**src/rtl/sb_pkg.sv**
```systemverilog
package sb_pkg;

  typedef enum logic [1:0] {
    FU_IDLE = 2'd0,
    FU_WAIT = 2'd1,
    FU_EXEC = 2'd2,
    FU_DONE = 2'd3
  } fu_state_e;

  localparam int NUM_SRC = 2;

endpackage

```
**src/rtl/sb_reg_table.sv**
```systemverilog
module sb_reg_table #(
  parameter int NUM_REGS = 8,
  parameter int RW       = 3,
  parameter int TAGW     = 3
) (
  input  logic                           clk,
  input  logic                           rst_n,
  input  logic                           set_en,
  input  logic [RW-1:0]                  set_reg,
  input  logic [TAGW-1:0]                set_tag,
  input  logic                           clr_en,
  input  logic [RW-1:0]                  clr_reg,
  output logic [NUM_REGS-1:0][TAGW-1:0]  tag_q
);

  logic [NUM_REGS-1:0][TAGW-1:0] tag_nxt;
  logic                          tbl_en;

  assign tbl_en = set_en | clr_en;

  always_comb begin
    tag_nxt = tag_q;
    if (clr_en) tag_nxt[clr_reg] = '0;
    if (set_en) tag_nxt[set_reg] = set_tag;
  end

  always_ff @(posedge clk or negedge rst_n) begin
    if (!rst_n)      tag_q <= '0;
    else if (tbl_en) tag_q <= tag_nxt;
  end


  no_waw_claim_chk: assert property (@(posedge clk) disable iff (!rst_n)
    set_en |-> (tag_q[set_reg] == '0));

endmodule

```
**src/rtl/sb_fu_slot.sv**
```systemverilog
module sb_fu_slot
  import sb_pkg::*;
#(
  parameter int RW   = 3,
  parameter int TAGW = 3
) (
  input  logic                          clk,
  input  logic                          rst_n,
  input  logic                          load,
  input  logic [RW-1:0]                 ld_dst,
  input  logic [NUM_SRC-1:0][RW-1:0]    ld_src,
  input  logic [NUM_SRC-1:0][TAGW-1:0]  ld_tag,
  input  logic [TAGW-1:0]               wb_tag,
  input  logic                          take,
  input  logic                          fin,
  input  logic                          grant,
  output fu_state_e                     state_q,
  output logic [RW-1:0]                 dst_q,
  output logic [NUM_SRC-1:0][RW-1:0]    src_q,
  output logic [NUM_SRC-1:0]            vld_q,
  output logic                          rd_ok
);

  fu_state_e                     state_nxt;
  logic [RW-1:0]                 dst_nxt;
  logic [NUM_SRC-1:0][RW-1:0]    src_nxt;
  logic [NUM_SRC-1:0][TAGW-1:0]  tag_q, tag_nxt;
  logic [NUM_SRC-1:0]            vld_nxt;
  logic [NUM_SRC-1:0]            fwd_hit;
  logic                          slot_en;

  assign rd_ok = (state_q == FU_WAIT) && (&vld_q);

  for (genvar j = 0; j < NUM_SRC; j++) begin : g_fwd
    assign fwd_hit[j] = !vld_q[j] && (wb_tag != '0) && (tag_q[j] == wb_tag);
  end

  always_comb begin
    state_nxt = state_q;
    dst_nxt   = dst_q;
    src_nxt   = src_q;
    tag_nxt   = tag_q;
    vld_nxt   = vld_q;
    unique case (state_q)
      FU_IDLE: if (load) begin
        state_nxt = FU_WAIT;
        dst_nxt   = ld_dst;
        src_nxt   = ld_src;
        tag_nxt   = ld_tag;
        for (int j = 0; j < NUM_SRC; j++) vld_nxt[j] = (ld_tag[j] == '0);
      end
      FU_WAIT: begin
        vld_nxt = vld_q | fwd_hit;
        if (rd_ok && take) state_nxt = FU_EXEC;
      end
      FU_EXEC: if (fin)   state_nxt = FU_DONE;
      FU_DONE: if (grant) state_nxt = FU_IDLE;
      default:            state_nxt = FU_IDLE;
    endcase
  end

  assign slot_en = (state_nxt != state_q) || (|fwd_hit);

  always_ff @(posedge clk or negedge rst_n) begin
    if (!rst_n) begin
      state_q <= FU_IDLE;
      dst_q   <= '0;
      src_q   <= '0;
      tag_q   <= '0;
      vld_q   <= '0;
    end else if (slot_en) begin
      state_q <= state_nxt;
      dst_q   <= dst_nxt;
      src_q   <= src_nxt;
      tag_q   <= tag_nxt;
      vld_q   <= vld_nxt;
    end
  end


  load_when_idle_chk: assert property (@(posedge clk) disable iff (!rst_n)
    load |-> (state_q == FU_IDLE));


  grant_needs_done_chk: assert property (@(posedge clk) disable iff (!rst_n)
    grant |-> (state_q == FU_DONE));


  grant_frees_slot_chk: assert property (@(posedge clk) disable iff (!rst_n)
    grant |=> (state_q == FU_IDLE));

endmodule

```
**src/rtl/sb_wb_arbiter.sv**
```systemverilog
module sb_wb_arbiter
  import sb_pkg::*;
#(
  parameter int NUM_FU = 4,
  parameter int RW     = 3,
  parameter int TAGW   = 3
) (
  input  logic                                     clk,
  input  logic                                     rst_n,
  input  logic [NUM_FU-1:0]                        done_v,
  input  logic [NUM_FU-1:0]                        wait_v,
  input  logic [NUM_FU-1:0][RW-1:0]                dst_v,
  input  logic [NUM_FU-1:0][NUM_SRC-1:0][RW-1:0]   src_v,
  input  logic [NUM_FU-1:0][NUM_SRC-1:0]           vld_v,
  output logic [NUM_FU-1:0]                        grant,
  output logic [TAGW-1:0]                          wb_tag,
  output logic [RW-1:0]                            wb_dst
);

  logic [NUM_FU-1:0] war_hit;
  logic [NUM_FU-1:0] elig;
  logic              taken;

  always_comb begin
    war_hit = '0;
    for (int u = 0; u < NUM_FU; u++) begin
      for (int v = 0; v < NUM_FU; v++) begin
        for (int j = 0; j < NUM_SRC; j++) begin
          if ((u != v) && wait_v[v] && vld_v[v][j] && (src_v[v][j] == dst_v[u]))
            war_hit[u] = 1'b1;
        end
      end
    end
  end

  assign elig = done_v & ~war_hit;

  always_comb begin
    grant  = '0;
    taken  = 1'b0;
    wb_tag = '0;
    wb_dst = '0;
    for (int u = 0; u < NUM_FU; u++) begin
      if (elig[u] && !taken) begin
        grant[u] = 1'b1;
        taken    = 1'b1;
        wb_tag   = TAGW'(u) + TAGW'(1);
        wb_dst   = dst_v[u];
      end
    end
  end


  one_grant_chk: assert property (@(posedge clk) disable iff (!rst_n)
    $onehot0(grant));

endmodule

```
**src/rtl/scoreboard_issue_ctl.sv**
```systemverilog
module scoreboard_issue_ctl
  import sb_pkg::*;
#(
  parameter int NUM_FU   = 4,
  parameter int NUM_REGS = 8
) (
  input  logic                         clk,
  input  logic                         rst_n,
  input  logic                         iss_valid,
  input  logic [$clog2(NUM_FU)-1:0]    iss_fu,
  input  logic [$clog2(NUM_REGS)-1:0]  iss_dst,
  input  logic [$clog2(NUM_REGS)-1:0]  iss_src_a,
  input  logic [$clog2(NUM_REGS)-1:0]  iss_src_b,
  output logic                         iss_ready,
  output logic [NUM_FU-1:0]            rd_ok,
  input  logic [NUM_FU-1:0]            rd_take,
  input  logic [NUM_FU-1:0]            fin_strobe,
  output logic [NUM_FU-1:0]            wr_grant
);

  localparam int FUW  = $clog2(NUM_FU);
  localparam int RW   = $clog2(NUM_REGS);
  localparam int TAGW = $clog2(NUM_FU + 1);

  // reset: asserted asynchronously, released on the clock
  logic [1:0] rst_sync_q;
  logic       rst_int_n;

  always_ff @(posedge clk or negedge rst_n) begin
    if (!rst_n) rst_sync_q <= '0;
    else        rst_sync_q <= {rst_sync_q[0], 1'b1};
  end
  assign rst_int_n = rst_sync_q[1];

  fu_state_e                               fu_state [NUM_FU];
  logic [NUM_FU-1:0]                       done_v, wait_v;
  logic [NUM_FU-1:0][RW-1:0]               dst_v;
  logic [NUM_FU-1:0][NUM_SRC-1:0][RW-1:0]  src_v;
  logic [NUM_FU-1:0][NUM_SRC-1:0]          vld_v;
  logic [NUM_REGS-1:0][TAGW-1:0]           reg_tag;
  logic [TAGW-1:0]                         wb_tag;
  logic [RW-1:0]                           wb_dst;
  logic                                    wb_any;
  logic                                    iss_fire;
  logic [NUM_SRC-1:0][RW-1:0]              iss_src;
  logic [NUM_SRC-1:0][TAGW-1:0]            iss_tag;

  assign iss_src   = {iss_src_b, iss_src_a};
  assign iss_ready = (fu_state[iss_fu] == FU_IDLE) && (reg_tag[iss_dst] == '0);
  assign iss_fire  = iss_valid && iss_ready;
  assign wb_any    = (wb_tag != '0);

  // a source whose producer writes back this cycle is captured as ready
  for (genvar j = 0; j < NUM_SRC; j++) begin : g_src_tag
    assign iss_tag[j] = (wb_any && (reg_tag[iss_src[j]] == wb_tag)) ? '0
                                                                    : reg_tag[iss_src[j]];
  end

  sb_reg_table #(
    .NUM_REGS (NUM_REGS),
    .RW       (RW),
    .TAGW     (TAGW)
  ) u_regs (
    .clk     (clk),
    .rst_n   (rst_int_n),
    .set_en  (iss_fire),
    .set_reg (iss_dst),
    .set_tag (TAGW'(iss_fu) + TAGW'(1)),
    .clr_en  (wb_any),
    .clr_reg (wb_dst),
    .tag_q   (reg_tag)
  );

  for (genvar u = 0; u < NUM_FU; u++) begin : g_slot
    logic load_u;
    assign load_u = iss_fire && (iss_fu == FUW'(u));

    sb_fu_slot #(
      .RW   (RW),
      .TAGW (TAGW)
    ) u_slot (
      .clk     (clk),
      .rst_n   (rst_int_n),
      .load    (load_u),
      .ld_dst  (iss_dst),
      .ld_src  (iss_src),
      .ld_tag  (iss_tag),
      .wb_tag  (wb_tag),
      .take    (rd_take[u]),
      .fin     (fin_strobe[u]),
      .grant   (wr_grant[u]),
      .state_q (fu_state[u]),
      .dst_q   (dst_v[u]),
      .src_q   (src_v[u]),
      .vld_q   (vld_v[u]),
      .rd_ok   (rd_ok[u])
    );

    assign done_v[u] = (fu_state[u] == FU_DONE);
    assign wait_v[u] = (fu_state[u] == FU_WAIT);
  end

  sb_wb_arbiter #(
    .NUM_FU (NUM_FU),
    .RW     (RW),
    .TAGW   (TAGW)
  ) u_arb (
    .clk    (clk),
    .rst_n  (rst_int_n),
    .done_v (done_v),
    .wait_v (wait_v),
    .dst_v  (dst_v),
    .src_v  (src_v),
    .vld_v  (vld_v),
    .grant  (wr_grant),
    .wb_tag (wb_tag),
    .wb_dst (wb_dst)
  );

  for (genvar u = 0; u < NUM_FU; u++) begin : g_war_chk
    for (genvar v = 0; v < NUM_FU; v++) begin : g_rd
      if (u != v) begin : g_pair

        war_hold_a_chk: assert property (@(posedge clk) disable iff (!rst_int_n)
          (wait_v[v] && vld_v[v][0] && (src_v[v][0] == dst_v[u])) |-> !wr_grant[u]);

        war_hold_b_chk: assert property (@(posedge clk) disable iff (!rst_int_n)
          (wait_v[v] && vld_v[v][1] && (src_v[v][1] == dst_v[u])) |-> !wr_grant[u]);
      end
    end
  end

endmodule

```
**config.mk**
```make
export PLATFORM = sky130hd
export DESIGN_NAME = scoreboard_issue_ctl
export DESIGN_NICKNAME = d
export VERILOG_FILES = /design/src/rtl/sb_pkg.sv /design/src/rtl/sb_reg_table.sv /design/src/rtl/sb_fu_slot.sv /design/src/rtl/sb_wb_arbiter.sv /design/src/rtl/scoreboard_issue_ctl.sv
export SDC_FILE = /design/constraint.sdc
export NUM_CORES = 1
export LEC_CHECK = 0
export ABC_AREA = 1
export BUFFER_PORTS_ARGS = -buffer_cell sky130_fd_sc_hd__buf_4
export CAP_MARGIN = 25
export CORE_AREA = 5 5 122 124
export DETAILED_ROUTE_END_ITERATION = 8
export DIE_AREA = 0 0 127 129
export PLACE_DENSITY = 0.81
export SETUP_SLACK_MARGIN = 0.02
export SYNTH_ARGS = -nofsm -noshare
export SYNTH_HDL_FRONTEND = slang
export SYNTH_SLANG_ARGS = --single-unit
export TNS_END_PERCENT = 20
```
**constraint.sdc**
```tcl
create_clock -name clk -period 5.4 [get_ports clk]
set_clock_uncertainty 0.15 [all_clocks]
set_input_delay 0.81 -clock clk [delete_from_list [all_inputs] [get_ports clk]]
set_output_delay 0.81 -clock clk [all_outputs]
set_load 0.01 [all_outputs]
```
# Word-level counts from Yosys, hierarchy flattened
# Cells that the tools add are included.
[totals] ff_bits=102 output_inout_bits=9 elab_cells=310
[classes] n_addsub=1 order_cmp=7 eq_ne=57 muxes=84 bitwise_logic=10 n_reduce_logical=114
[ops] operator="equality test 3 bit" n=34
[ops] operator="logical AND 1 bit" n=69
[ops] operator="two-way mux 2 bit" n=24
[ops] operator="two-way mux 24 bit" n=2
[ops] operator="two-way mux 3 bit" n=12
[ops] operator="case mux 2 bit (4 select lines)" n=4
[ops] operator="two-way mux 1 bit" n=31
[ops] operator="binary-select mux 3 bit (select 3 bit)" n=3
[ops] operator="bitwise AND 24 bit" n=1
[ops] operator="bitwise mux 24 bit" n=1
[ops] operator="inverter 24 bit" n=1
[ops] operator="AND reduction 3 bit" n=8
[ops] operator="equality test 2 bit (second input constant)" n=10
[ops] operator="demux 3 bit (select 3 bit)" n=2
[ops] operator="< comparator 3 x 4 -> 1 bit (second input constant)" n=4
[ops] operator="case mux 2 bit (2 select lines)" n=4
[ops] operator="zero test 2 bit" n=6
[ops] operator="zero test 1 bit" n=11
[ops] operator="equality test 2 x 1 -> 1 bit (second input constant)" n=5
[ops] operator="zero test 3 bit" n=3
[ops] operator="!= test 2 bit" n=4
[ops] operator="!= test 2 bit (second input constant)" n=4
[ops] operator="bitwise OR 2 bit" n=4
[ops] operator="AND reduction 2 bit" n=4
[ops] operator="other kinds (12)" n=22

# Longest topological paths before layout
[logic_depth] ltp_word=30 depth_mapped=22 depth_no_buf=20

# Cells and area by module
# Synthesis repeated with hierarchy kept, for this count alone.
[unflattened] cells_unflattened=1157 hier_area_um2=7662.3
[by_module_without_submodules] mod="sb_fu_slot" n_inst=4 cells_each=98 area_each_um2=945.9
[by_module_without_submodules] mod="sb_wb_arbiter" n_inst=1 cells_each=371 area_each_um2=1647.8
[by_module_without_submodules] mod="scoreboard_issue_ctl" n_inst=1 cells_each=244 area_each_um2=1124.8
[by_module_without_submodules] mod="sb_reg_table" n_inst=1 cells_each=150 area_each_um2=1106.1

# Worst setup path before layout
# Ideal clock, no wire load.
[synth_timing] path_kind="input to register" from="input port iss_dst[0]" to="register g_slot[1].u_slot.src_q[4] (netlist name)" setup_ps=136 arrival_time_ps=2204 required_time_ps=5114 setup_slack_ps=2911 stages=14 n_path_buf=2 cell_sequence="inv_2 > buf_4 > nor2_1 > o21ai_0 > nand2_1 > inv_1 > nand4_1 > nor2_2 > nand2_2 > inv_2 > nand3_1 > clkbuf_1 > nand2_1 > o21ai_0"
[synth_via] elab_chain_len=11
[synth_lines] element="start, declared" line_no="scoreboard_issue_ctl.sv:11" rtl="input logic [$clog2(NUM_REGS)-1:0] iss_dst,"
[synth_lines] element="binary-select mux 3 bit (select 3 bit) *" line_no="scoreboard_issue_ctl.sv:49" rtl="assign iss_ready = (fu_state[iss_fu] == FU_IDLE) && (reg_tag[iss_dst] == '0);"
[synth_lines] element="two-way mux 3 bit (implied by the code) *" line_no="scoreboard_issue_ctl.sv:49"
[synth_lines] element="zero test 3 bit *" line_no="scoreboard_issue_ctl.sv:49"
[synth_lines] element="logical AND 1 bit *" line_no="scoreboard_issue_ctl.sv:49"
[synth_lines] element="via iss_ready" line_no="scoreboard_issue_ctl.sv:14" rtl="output logic iss_ready,"
[synth_lines] element="logical AND 1 bit *" line_no="scoreboard_issue_ctl.sv:50" rtl="assign iss_fire = iss_valid && iss_ready;"
[synth_lines] element="logical AND 1 bit *" line_no="scoreboard_issue_ctl.sv:76" rtl="assign load_u = iss_fire && (iss_fu == FUW'(u));"
[synth_lines] element="two-way mux 2 bit" line_no="sb_fu_slot.sv:45" rtl="FU_IDLE: if (load) begin"
[synth_lines] element="case mux 2 bit (4 select lines)" line_no="sb_fu_slot.sv:44" rtl="unique case (state_q)"
[synth_lines] element="!= test 2 bit" line_no="sb_fu_slot.sv:62" rtl="assign slot_en = (state_nxt != state_q) || (|fwd_hit);"
[synth_lines] element="logical OR 1 bit" line_no="sb_fu_slot.sv:62"
[synth_lines] element="AND reduction 3 bit (no line) *"
[synth_lines] element="end signal, assigned" line_no="sb_fu_slot.sv:74" rtl="src_q <= src_nxt;"
[synth_lines] element="end, declared" line_no="sb_fu_slot.sv:19" rtl="output logic [NUM_SRC-1:0][RW-1:0] src_q,"
# The timed path passes the listed nets; every way through them passes the cells marked *. The select of a mux whose other input is x is not followed.
# A chain may end at the register's enable or synchronous reset.

# Final worst setup path
[layout_timing] from="register g_slot[0].u_slot.dst_q[2]" to="output port wr_grant[2]"
[layout_via] elab_chain_len=17 elab_cells_between_ends=27
[layout_lines] element="start, declared" line_no="sb_fu_slot.sv:18" rtl="output logic [RW-1:0] dst_q,"
[layout_lines] element="start signal, assigned" line_no="sb_fu_slot.sv:73" rtl="dst_q <= dst_nxt;"
[layout_lines] element="equality test 3 bit" line_no="sb_wb_arbiter.sv:29" rtl="if ((u != v) && wait_v[v] && vld_v[v][j] && (src_v[v][j] == dst_v[u]))"
[layout_lines] element="logical AND 1 bit" line_no="sb_wb_arbiter.sv:29"
[layout_lines] element="two-way mux 1 bit (5 in a row)" line_no="sb_wb_arbiter.sv:29"
[layout_lines] element="two-way mux 1 bit *" line_no="sb_wb_arbiter.sv:29"
[layout_lines] element="inverter 4 bit *" line_no="sb_wb_arbiter.sv:36" rtl="assign elig = done_v & ~war_hit;"
[layout_lines] element="bitwise AND 4 bit *" line_no="sb_wb_arbiter.sv:36"
[layout_lines] element="two-way mux 1 bit *" line_no="sb_wb_arbiter.sv:44" rtl="if (elig[u] && !taken) begin"
[layout_lines] element="zero test 1 bit" line_no="sb_wb_arbiter.sv:44"
[layout_lines] element="logical AND 1 bit" line_no="sb_wb_arbiter.sv:44"
[layout_lines] element="two-way mux 1 bit *" line_no="sb_wb_arbiter.sv:44"
[layout_lines] element="zero test 1 bit *" line_no="sb_wb_arbiter.sv:44"
[layout_lines] element="logical AND 1 bit *" line_no="sb_wb_arbiter.sv:44"
[layout_lines] element="two-way mux 1 bit *" line_no="sb_wb_arbiter.sv:44"
[layout_lines] element="end, declared" line_no="scoreboard_issue_ctl.sv:18" rtl="output logic [NUM_FU-1:0] wr_grant"
# Every way passes the cells marked *; elsewhere a longest branch is shown, timed or not.

==> flow_metrics.py <==
metrics = {
    "final_layout": {
        "drive_above_1_share_pct": 8.34,
        "fin_cells": 1367,
        "layout.nets": 1208,
        "fillers": 1344,
        "final_common_cell": "nand2_1",
        "area_delta_synth_final_pct": 7.17,
        "mostFrequentLayoutCells": "532 x nand2_1, 114 x inv_1, 113 x nor2_1, 101 x dfrtp_1, 94 x o21ai_0",
        "n_antenna_cell": 0,
    },
    "place": {
        "port_buffers": 30,
        "hpwl_um": 15000,
        "place.gp.congestion": 0.970,
        "dp_cells": 1348,
    },
    "drt": {
        "drt_iter0_drc": 844,
        "wire_per_inst_um": 14.8,
        "via_per_inst": 5.32,
        "drc": 0,
        "totalWireLength_um": 20200,
        "ant_nets": 0,
        "first_pass_iters": 6,
        "dr_total_vias": 7275,
    },
    "cts": {
        "tritoncts": "yes",
        "cts_resized": 0,
        "cts_max_level": 3,
        "cts_root_buf": "clkbuf_16",
        "postCtsHoldBufs": 0,
        "post_cts_buffers": 0,
        "cts.sinks": 102,
        "clk_pin_slew_ns": 0.07,
        "clk-insertion-delay-late_ns": 0.36,
        "clk_path_buf_depth": 2,
        "cts_made_buffers": 9,
    },
    "worst_setup_path": {
        "regToRegSetupSlack_ns": 2.10,
        "crit_path_frequent_cell": "nand2_1",
        "path_cells": "clkinv_2 > nand2_1 > a21oi_1 > nand2_1 > nand2_1 > nor2_1 > nand3_2 > nand3_1 > inv_1 > buf_4",
        "start_kind": "register",
        "critical_path.max_stage_delay_ns": 0.55,
        "required_ns": 4.44,
        "crit_family": "simple AND/OR/NAND/NOR gates",
        "endpoint_kind": "output port",
        "crit_arrival_ns": 2.73,
        "path_buf_inv": 3,
        "crit_path_max_fanout": 23,
        "path_class": "reg -> out",
        "slowest_stage": "dfrtp_1",
    },
    "sta": {
        "worst_hold_slack_ns": 0.0744,
        "worst_slew_pin_slew_ns": 0.920,
        "fin_tns_setup_ns": 0,
        "finalSetupViolations": 0,
        "fin_crit_sh_pct": 68.3,
        "min_period_ns": 3.69,
        "relSlewSlack_pct": 38.6,
        "rsz0062_at_grt": "no",
        "drv_slew": 0,
        "fmax_ghz": 0.271,
        "hold_violations": 0,
    },
    "power": {
        "intPower_mw": 2.25,
        "fin_total_pwr_mw": 4.61,
        "p_leak_nw": 4.26,
        "irDropWorstVdd_mv": 0.323,
        "power.share.clock_pct": 13.8,
        "swShare_pct": 51.2,
        "p_per_area_nw_per_um2": 592,
        "power_frac_seq_pct": 31.6,
        "pwr-share-comb_pct": 54.6,
        "p_switching_mw": 2.36,
    },
    "yosys": {
        "synth.area.top_cells": "dfrtp_1 35%, nand2_1 28%, o21ai_0 6.5%, inv_1 5.9%, nor2_1 5.8%",
        "synth_top_family_by_area": "simple AND/OR/NAND/NOR gates",
        "ys_types": 38,
        "yosysTopAreaCellShare_pct": 35.2,
        "synth_adder_area_share_pct": 0.689,
        "ys_seq_elements": 102,
        "synthSimpleGateAreaFrac_pct": 41.5,
        "ys_warn_count": 0,
        "yosysSeqAreaShare_pct": 35.2,
        "netlist.top_cell.by_area": "dfrtp_1",
        "synth_area_um2": 7260,
        "syn_area_per_cell_um2": 6.16,
        "synthCells": 1179,
        "syn-num-nets": 1205,
        "synth_mux_area_share_pct": 0.276,
        "synth_compound_area_share_pct": 9.56,
        "synthXorXnorAreaFrac_pct": 1.69,
    },
    "hold_path": {
        "hold_class": "in -> async",
    },
    "floorplanning": {
        "dieHeight_um": 129,
        "num_rows": 43,
        "pin_count": 31,
        "core_area_um2": 13700,
        "start_util_pct": 53.1,
        "die_w_um": 127,
        "die_area_um2": 16400,
    },
    "global_routing": {
        "overflow": 0,
        "grt_first_pass_wirelength_um": 33500,
        "grt_pass1_vias": 6627,
        "track_usage_pct": 25.8,
        "grt_max_degree": 71,
        "antenna_found_initial": 0,
    },
    "flow_run": {
        "drv_cap": 0,
    },
    "outcome": {
        "run_status": "completed",
    },
}
==> logic make-up after synthesis <==
| group | Yosys count |
|---|---|
| compound gates | 133 |
| xor+xnor | 14 |
| fa+ha+maj | 4 |
| buf+inv | 180 |
| flops | 102 |
| mux | 2 |
| other cells | 1 |
| simple gates | 743 |
==> power by group through the flow <==
stage	registers, mW	logic (mW)	clock network (mW)
floorplan	1.28	2.07	0
global placement	1.44	2.42	0
detailed placement	1.45	2.47	0
CTS	1.44	2.48	0.647
global route	1.50	2.88	0.685
finish	1.45	2.52	0.636
==> metal layers <==
layer	wire length, um	up-vias	GRT usage, %
li1	-	3621	-
met1	8930	3276	37.3
met2	8770	330	39.3
met3	1870	48	3.69
met4	642	0	9.59
met5	0	-	0
==> through the flow <==
step	util (%)	worst slack, ns	area, um2
5_1_grt	56.9	1.48	7780
3_3_place_gp	54.5	1.98	7440
6_report	56.9	1.71	7780
3_5_place_dp	54.5	1.85	7440
4_1_cts	56.6	1.74	7730
2_1_floorplan	-	2.20	7260
==> state kept, by name, indices dropped and copies added (netlist names) <==
signal	cells
g_slot.u_slot.src_q	24
g_slot.u_slot.tag_q	24
u_regs.tag_q	24
g_slot.u_slot.dst_q	12
g_slot.u_slot.state_q	8
g_slot.u_slot.vld_q	8
rst_sync_q	2
==> worst register-to-register path: stages, from the launching register on <==
cell and delay (ns):
dfrtp_1 0.55, clkinv_2 0.18, nand2_1 0.10, a21oi_1 0.07
nand2_1 0.07, nand2_1 0.04, nor2_1 0.16, nand3_2 0.49
nand3_1 0.37, inv_1 0.16, nand2_1 0.09, nand3_1 0.24
inv_1 0.16, nand3_1 0.15, nand2_1 0.08, o21ai_0 0.09
==> synth_stat cells, drive strengths merged <==
library cell and n:
nand2 544, inv 134, nor2 121, dfrtp 102, o21ai 97, nand3 65, buf 31, a21oi 27
clkbuf 12, xor2 8, xnor2 6, nand4 5, ha 4, clkinv 3, nand3b 3, o31ai 3
a31oi 2, and2 2, mux2i 2, nor3 2, o22ai 2, and3 1, conb 1, o21bai 1
o32ai 1
==> area by class of cell <==
cell class | instances | area, um2 | area share (%)
inverters | 137 | 518 | 6.66
clock inverters | 3 | 17.5 | 0.225
flip-flops and latches | 102 | 2560 | 32.9
well taps | 180 | 225 | 2.89
multi-input cells | 897 | 3900 | 50.2
clock buffers | 13 | 270 | 3.47
repair buffers | 35 | 290 | 3.73
==> worst paths after layout <==
| kind | end | start | cells after the start |
|---|---|---|---|
| worst max-delay path | wr_grant[2] | g_slot[0].u_slot.dst_q[2] | 10 |
| worst min-delay path | rst_sync_q[1] | rst_n | 1 |
| worst max register to register | u_regs.tag_q[18] | g_slot[0].u_slot.dst_q[2] | 15 |
| worst min register to register | g_slot[0].u_slot.tag_q[3] | rst_sync_q[1] | 0 |
| max in group asynchronous | g_slot[2].u_slot.src_q[2] | rst_sync_q[1] | 1 |
| min in group clk | rst_sync_q[1] | rst_sync_q[0] | 0 |
(Power assumes the default switching activity.)
